**src/rtl/epu_pkg.sv**
```systemverilog
package epu_pkg;
  typedef struct packed {
    logic start;
    logic page;
    logic chip;
  } epu_ctrl_t;
endpackage

```
**src/rtl/epu_entry_buf.sv**
```systemverilog
module epu_entry_buf #(
  parameter int ADDR_W = 7,
  parameter int OFS_W  = 4
) (
  input  logic                              clk_i,
  input  logic                              rst_ni,
  input  logic                              wr_en_i,
  input  logic [ADDR_W-1:0]                 addr_i,
  input  logic [7:0]                        data_i,
  input  logic                              lock_i,
  input  logic                              flush_i,
  output logic [(1<<OFS_W)-1:0]             mask_o,
  output logic [(1<<OFS_W)-1:0][7:0]        data_o,
  output logic [ADDR_W-OFS_W-1:0]           page_o,
  output logic                              err_o
);
  localparam int PAGE_BYTES = 1 << OFS_W;
  localparam int PG_W       = ADDR_W - OFS_W;

  logic [PAGE_BYTES-1:0]      mask_q;
  logic [PAGE_BYTES-1:0][7:0] data_q;
  logic [PG_W-1:0]            page_q;
  logic                       err_q;
  logic [PG_W-1:0]            in_page;
  logic [OFS_W-1:0]           in_ofs;
  logic                       accept;

  assign in_page = addr_i[ADDR_W-1:OFS_W];
  assign in_ofs  = addr_i[OFS_W-1:0];
  assign accept  = (mask_q == '0) || (in_page == page_q);

  always_ff @(posedge clk_i or negedge rst_ni) begin
    if (!rst_ni) begin
      mask_q <= '0;
      data_q <= '0;
      page_q <= '0;
      err_q  <= 1'b0;
    end else if (flush_i) begin
      mask_q <= '0;
    end else if (wr_en_i && !lock_i) begin
      if (accept) begin
        if (mask_q == '0) page_q <= in_page;
        mask_q[in_ofs] <= 1'b1;
        data_q[in_ofs] <= data_i;
      end else begin
        err_q <= 1'b1;
      end
    end
  end

  assign mask_o = mask_q;
  assign data_o = data_q;
  assign page_o = page_q;
  assign err_o  = err_q;
endmodule

```
**src/rtl/epu_seq.sv**
```systemverilog
module epu_seq
  import epu_pkg::*;
#(
  parameter int WRITE_CYCLES = 8
) (
  input  logic      clk_i,
  input  logic      rst_ni,
  input  logic      ctrl_wr_i,
  input  epu_ctrl_t ctrl_i,
  input  logic      susp_i,
  input  logic      have_entries_i,
  output epu_ctrl_t ctrl_o,
  output logic      busy_o,
  output logic      erase_all_o,
  output logic      commit_page_o
);
  localparam int CNT_W = (WRITE_CYCLES > 1) ? $clog2(WRITE_CYCLES) : 1;

  logic             start_q, page_q, chip_q, op_chip_q;
  logic [CNT_W-1:0] cnt_q;
  logic             launch, done;

  assign launch = ctrl_wr_i && ctrl_i.start && !start_q && !susp_i &&
                  (ctrl_i.chip || (ctrl_i.page && have_entries_i));
  assign done   = start_q && (cnt_q == '0);

  always_ff @(posedge clk_i or negedge rst_ni) begin
    if (!rst_ni) begin
      start_q   <= 1'b0;
      page_q    <= 1'b0;
      chip_q    <= 1'b0;
      op_chip_q <= 1'b0;
      cnt_q     <= '0;
    end else if (start_q) begin
      if (done) begin
        start_q <= 1'b0;
        if (op_chip_q) chip_q <= 1'b0;
        else           page_q <= 1'b0;
      end else begin
        cnt_q <= cnt_q - 1'b1;
      end
    end else if (ctrl_wr_i) begin
      page_q    <= ctrl_i.page;
      chip_q    <= ctrl_i.chip;
      start_q   <= launch;
      op_chip_q <= ctrl_i.chip;
      cnt_q     <= CNT_W'(WRITE_CYCLES - 1);
    end
  end

  assign ctrl_o        = '{start: start_q, page: page_q, chip: chip_q};
  assign busy_o        = start_q;
  assign erase_all_o   = done && op_chip_q;
  assign commit_page_o = done && !op_chip_q;
endmodule

```
**src/rtl/epu_store.sv**
```systemverilog
module epu_store #(
  parameter int ADDR_W = 7,
  parameter int OFS_W  = 4
) (
  input  logic                          clk_i,
  input  logic                          rst_ni,
  input  logic                          erase_all_i,
  input  logic                          commit_i,
  input  logic [ADDR_W-OFS_W-1:0]       page_i,
  input  logic [(1<<OFS_W)-1:0]         mask_i,
  input  logic [(1<<OFS_W)-1:0][7:0]    data_i,
  input  logic [ADDR_W-1:0]             rd_addr_i,
  output logic [7:0]                    rd_data_o
);
  localparam int DEPTH      = 1 << ADDR_W;
  localparam int PAGE_BYTES = 1 << OFS_W;

  logic [DEPTH-1:0][7:0] mem_q;

  always_ff @(posedge clk_i or negedge rst_ni) begin
    if (!rst_ni) begin
      mem_q <= {DEPTH{8'hFF}};
    end else if (erase_all_i) begin
      mem_q <= {DEPTH{8'hFF}};
    end else if (commit_i) begin
      for (int o = 0; o < PAGE_BYTES; o++) begin
        if (mask_i[o]) mem_q[{page_i, OFS_W'(o)}] <= data_i[o];
      end
    end
  end

  assign rd_data_o = mem_q[rd_addr_i];
endmodule

```
**src/rtl/epu_page_update.sv**
```systemverilog
module epu_page_update
  import epu_pkg::*;
#(
  parameter int SECTOR_BYTES = 64,
  parameter int PAGE_BYTES   = 16,
  parameter int WRITE_CYCLES = 8
) (
  input  logic                              clk_i,
  input  logic                              rst_ni,
  input  logic                              wr_en_i,
  input  logic [$clog2(2*SECTOR_BYTES)-1:0] wr_addr_i,
  input  logic [7:0]                        wr_data_i,
  input  logic                              ctrl_wr_i,
  input  logic [2:0]                        ctrl_data_i,
  input  logic                              erase_susp_i,
  input  logic [$clog2(2*SECTOR_BYTES)-1:0] rd_addr_i,
  output logic [7:0]                        rd_data_o,
  output logic                              busy_o,
  output logic [2:0]                        ctrl_o,
  output logic                              err_o
);
  localparam int ADDR_W = $clog2(2 * SECTOR_BYTES);
  localparam int OFS_W  = $clog2(PAGE_BYTES);
  localparam int PG_W   = ADDR_W - OFS_W;

  logic [PAGE_BYTES-1:0]      mask;
  logic [PAGE_BYTES-1:0][7:0] pdata;
  logic [PG_W-1:0]            page;
  logic                       busy, erase_all, commit_page;
  epu_ctrl_t                  ctrl_in, ctrl_st;

  assign ctrl_in = epu_ctrl_t'(ctrl_data_i);

  epu_entry_buf #(.ADDR_W(ADDR_W), .OFS_W(OFS_W)) u_buf (
    .clk_i   (clk_i),
    .rst_ni  (rst_ni),
    .wr_en_i (wr_en_i),
    .addr_i  (wr_addr_i),
    .data_i  (wr_data_i),
    .lock_i  (busy),
    .flush_i (erase_all || commit_page),
    .mask_o  (mask),
    .data_o  (pdata),
    .page_o  (page),
    .err_o   (err_o)
  );

  epu_seq #(.WRITE_CYCLES(WRITE_CYCLES)) u_seq (
    .clk_i          (clk_i),
    .rst_ni         (rst_ni),
    .ctrl_wr_i      (ctrl_wr_i),
    .ctrl_i         (ctrl_in),
    .susp_i         (erase_susp_i),
    .have_entries_i (|mask),
    .ctrl_o         (ctrl_st),
    .busy_o         (busy),
    .erase_all_o    (erase_all),
    .commit_page_o  (commit_page)
  );

  epu_store #(.ADDR_W(ADDR_W), .OFS_W(OFS_W)) u_store (
    .clk_i       (clk_i),
    .rst_ni      (rst_ni),
    .erase_all_i (erase_all),
    .commit_i    (commit_page),
    .page_i      (page),
    .mask_i      (mask),
    .data_i      (pdata),
    .rd_addr_i   (rd_addr_i),
    .rd_data_o   (rd_data_o)
  );

  assign busy_o = busy;
  assign ctrl_o = ctrl_st;
endmodule

```
**config.mk**
```make
export PLATFORM = sky130hd
export DESIGN_NAME = epu_page_update
export DESIGN_NICKNAME = d
export VERILOG_FILES = /design/src/rtl/epu_pkg.sv /design/src/rtl/epu_entry_buf.sv /design/src/rtl/epu_seq.sv /design/src/rtl/epu_store.sv /design/src/rtl/epu_page_update.sv
export SDC_FILE = /design/constraint.sdc
export NUM_CORES = 2
export LEC_CHECK = 0
export BUFFER_PORTS_ARGS = -buffer_cell sky130_fd_sc_hd__buf_2
export CORE_ASPECT_RATIO = 2
export CORE_MARGIN = 2
export CORE_UTILIZATION = 55
export DETAILED_ROUTE_END_ITERATION = 8
export PLACE_DENSITY = 0.7
export SETUP_SLACK_MARGIN = 0.05
export SYNTH_ARGS = -nofsm -noshare
export SYNTH_HDL_FRONTEND = slang
export SYNTH_SLANG_ARGS = --single-unit
```
**constraint.sdc**
```tcl
create_clock -name clk_i -period 2.55 [get_ports clk_i]
set_input_delay 0 -clock clk_i [delete_from_list [all_inputs] [get_ports clk_i]]
set_output_delay 0 -clock clk_i [all_outputs]
set_load 0.005 [all_outputs]
```
==> impl_metrics.toml <==
[synthesis]
synth.distinct_cells = 39
syn_area_sq_um = 54100
ys_seq_elements = 1179
yosysSeqAreaShare_pct = 56.9
synth_top_cell_area_share_pct = 49.7
synth_flop_cell = "dfstp_2"
synth_top_area_cell = "dfstp_2"
synth_edf_count = 0
yosysWarnings = 0
synthTopCellsByArea = "dfstp_2, mux4_2, a21oi_1, dfrtp_1, nor2_1"
syn_inst = 4421
syn_nets = 4453
syn_area_per_cell_sq_um = 12.2
async_flop_share_pct = 100

[sta]
setup_ws_ns = -0.782
fmax_mhz = 300
setup_violations = 8
fin_tns_setup_ns = -5.64
rsz0062_at_grt = "yes"
min_period_ns = 3.33
final-max-slew-violation-count = 0
worst_slew_pin_slew_ns = 1.12
finalHoldViolations = 0
finalClockSkew_ns = 0.0358
relSlewSlack_pct = 25.4
fin_crit_sh_pct = 131

[clock_tree]
cts_max_level = 3
cts-buffers-inserted = 102
clock_latency_ns = 0.76
clock_sink_count = 1179
cts_tree = "yes"
clk_pin_slew_ns = 0.07
cts-root-buf = "clkbuf_16"
clk_path_buf_depth = 3

[route]
drt_iter0_markers = 4192
drc = 0
wire_per_inst_microns = 31.7
ant_nets = 0
avgViaCountPerCell = 6.59
firstDrtPassIters = 6
wirelength_mm = 194
vias = 40300

[floorplanning]
fp.dieW_microns = 226
dieArea_sq_um = 101000
io-pin-count = 43
coreArea_sq_um = 97500
start_util_pct = 55.5
die_h_microns = 448
fp-row-count = 162

[worst_setup_path]
worst_setup_path_start_kind = "flop"
worstSetupPathType = "flop to primary output"
end_kind = "primary output"
ff2ff_setup_slack_ns = 0.07
rr_endpoint = "u_store.mem_q[755]"
critical_path_arrival_ns = 3.33
crit_path_max_fanout = 2
cp.required_ns = 2.55
worst-r2r-cell-count = 8
r2r_start = "u_seq.cnt_q[1]"

[power_and_ir_drop]
peakVddDrop_mv = 0.604
power.density_nw_per_um2 = 1010
leakagePower_nw = 25.4

[run_status]
status = "finished, violations left"
violations = "negative setup slack"

[grt]
antenna_found_initial = 10
grt_pass1_wl_mm = 277
grt_usage_pct = 38.7
grt_overflow = 0
grt_pass1_vias = 40600
grt_max_degree = 85

[layout]
final_common_cell = "dfstp_2"
nets = 4740
layout_common_cells = "dfstp_2, a21oi_1, nor2_1, mux4_2, buf_4"
final_cells = 6113
drive_gt1_share_pct = 48.9
area_growth_pct = 20.1

[placement]
dp.cells = 5791
portBuffers = 42
gp_congestion = 0.992
place_hpwl_mm = 140

[hold_path]
hold_path.class = "primary input to flop"
min_from = "wr_en_i"
holdPathStages = 4
min_to = "u_buf.err_o"

[flow_run]
max-cap-violations = 0
## cell usage after synthesis, drive strengths merged (2+ instances only)
cell     number
or3b          3
nand2        26
inv           3
nor2        927
a21oi      1032
or2           2
ha            2
dfrtp       155
nand3b        5
nand2b        7
nor4          4
nand3         3
o21a         16
a2111oi      16
dfstp      1024
clkbuf      263
a31oi         2
nand4         2
xnor2         3
mux2        140
and4         15
a211oi      112
mux4        336
buf          71
o21ai         4
o22a        241
## cells by family after synthesis
logic type,synth area share [%]
mux,16.9
xor+xnor,0.0486
flops,56.9
fa+ha+maj,0.0462
simple gates,7.24
buf+inv,2.49
compound gates,16.4
## per-layer routing
layer,vias up,global-route usage [%],part of all wire (%)
li1,16800,-,-
met1,20600,41.3,32
met2,2057,63.8,49
met3,845,6.26,6.4
met4,6,39.1,13
met5,-,0,0.016
## repair_timing
item                                    CTS  global route
pin swaps                                 6            77
setup buffers                            10            92
hold endpoints to repair                317             0
endpoints found under the setup margin  591           570
gates resized for setup                 107            18
hold buffers                             22             0
## through the flow
step	instance area [sq um]	power (W)	hold slack [ns]	setup slack [ns]	util, %
after global routing	65000	0.0681	0.0610	-0.802	66.6
final	65000	0.0659	0.0184	-0.782	66.7
after floorplan	54100	0.0398	-0.296	0.0509	-
after detailed placement	58700	0.0476	0.0539	-0.216	60.2
after global placement	58700	0.0469	0.0621	-0.191	60.2
after CTS	63300	0.0651	0.0161	-0.730	64.9
## how the worst max path moves through the flow
stage,startpoint,to,slack [ns],cells after the start
floorplan,u_buf.page_o[0],u_buf.data_o[0],0.05,6
global placement,rd_addr_i[0],rd_data_o[3],-0.19,8
detailed placement,u_seq.cnt_q[1],u_store.mem_q[630],-0.22,8
CTS,u_store.mem_q[736],rd_data_o[0],-0.73,5
global route,u_store.mem_q[241],rd_data_o[1],-0.80,5
finish,u_store.mem_q[241],rd_data_o[1],-0.78,5
## critical path, cell delays in order, from the launching register on
cell and delay, ns:
dfstp_2 0.38, mux4_2 0.49, mux4_2 0.54, mux4_2 0.65
mux2_4 0.39, buf_6 0.13
## report_power, final
| part | total, W | switching, W | internal (W) |
|---|---|---|---|
| combinational | 0.0174 | 0.00996 | 0.00746 |
| clock | 0.0168 | 0.00753 | 0.00924 |
| sequential | 0.0317 | 0.00435 | 0.0273 |
| total | 0.0659 | 0.0218 | 0.0440 |
## layout make-up
| type | instances | area, sq um |
|---|---|---|
| clock buffers | 143 | 2940 |
| clock inverters | 47 | 619 |
| well taps | 1312 | 1640 |
| flip-flops and latches | 1179 | 30800 |
| diodes | 7 | 17.5 |
| inverters | 3 | 11.3 |
| repair buffers | 517 | 5680 |
| fillers | 6912 | 32500 |
| multi-input cells | 2905 | 23300 |
## registers in the layout, summed over array words and instances, names as in the netlist
signal,count
u_seq.chip_q,1
u_buf.mask_o,16
u_store.mem_q,1024
u_seq.page_q,1
u_seq.op_chip_q,1
u_buf.data_o,128
u_buf.page_o,3
u_buf.err_o,1
u_seq.cnt_q,3
u_seq.busy_o,1
Power figures use the tool's default switching activity.
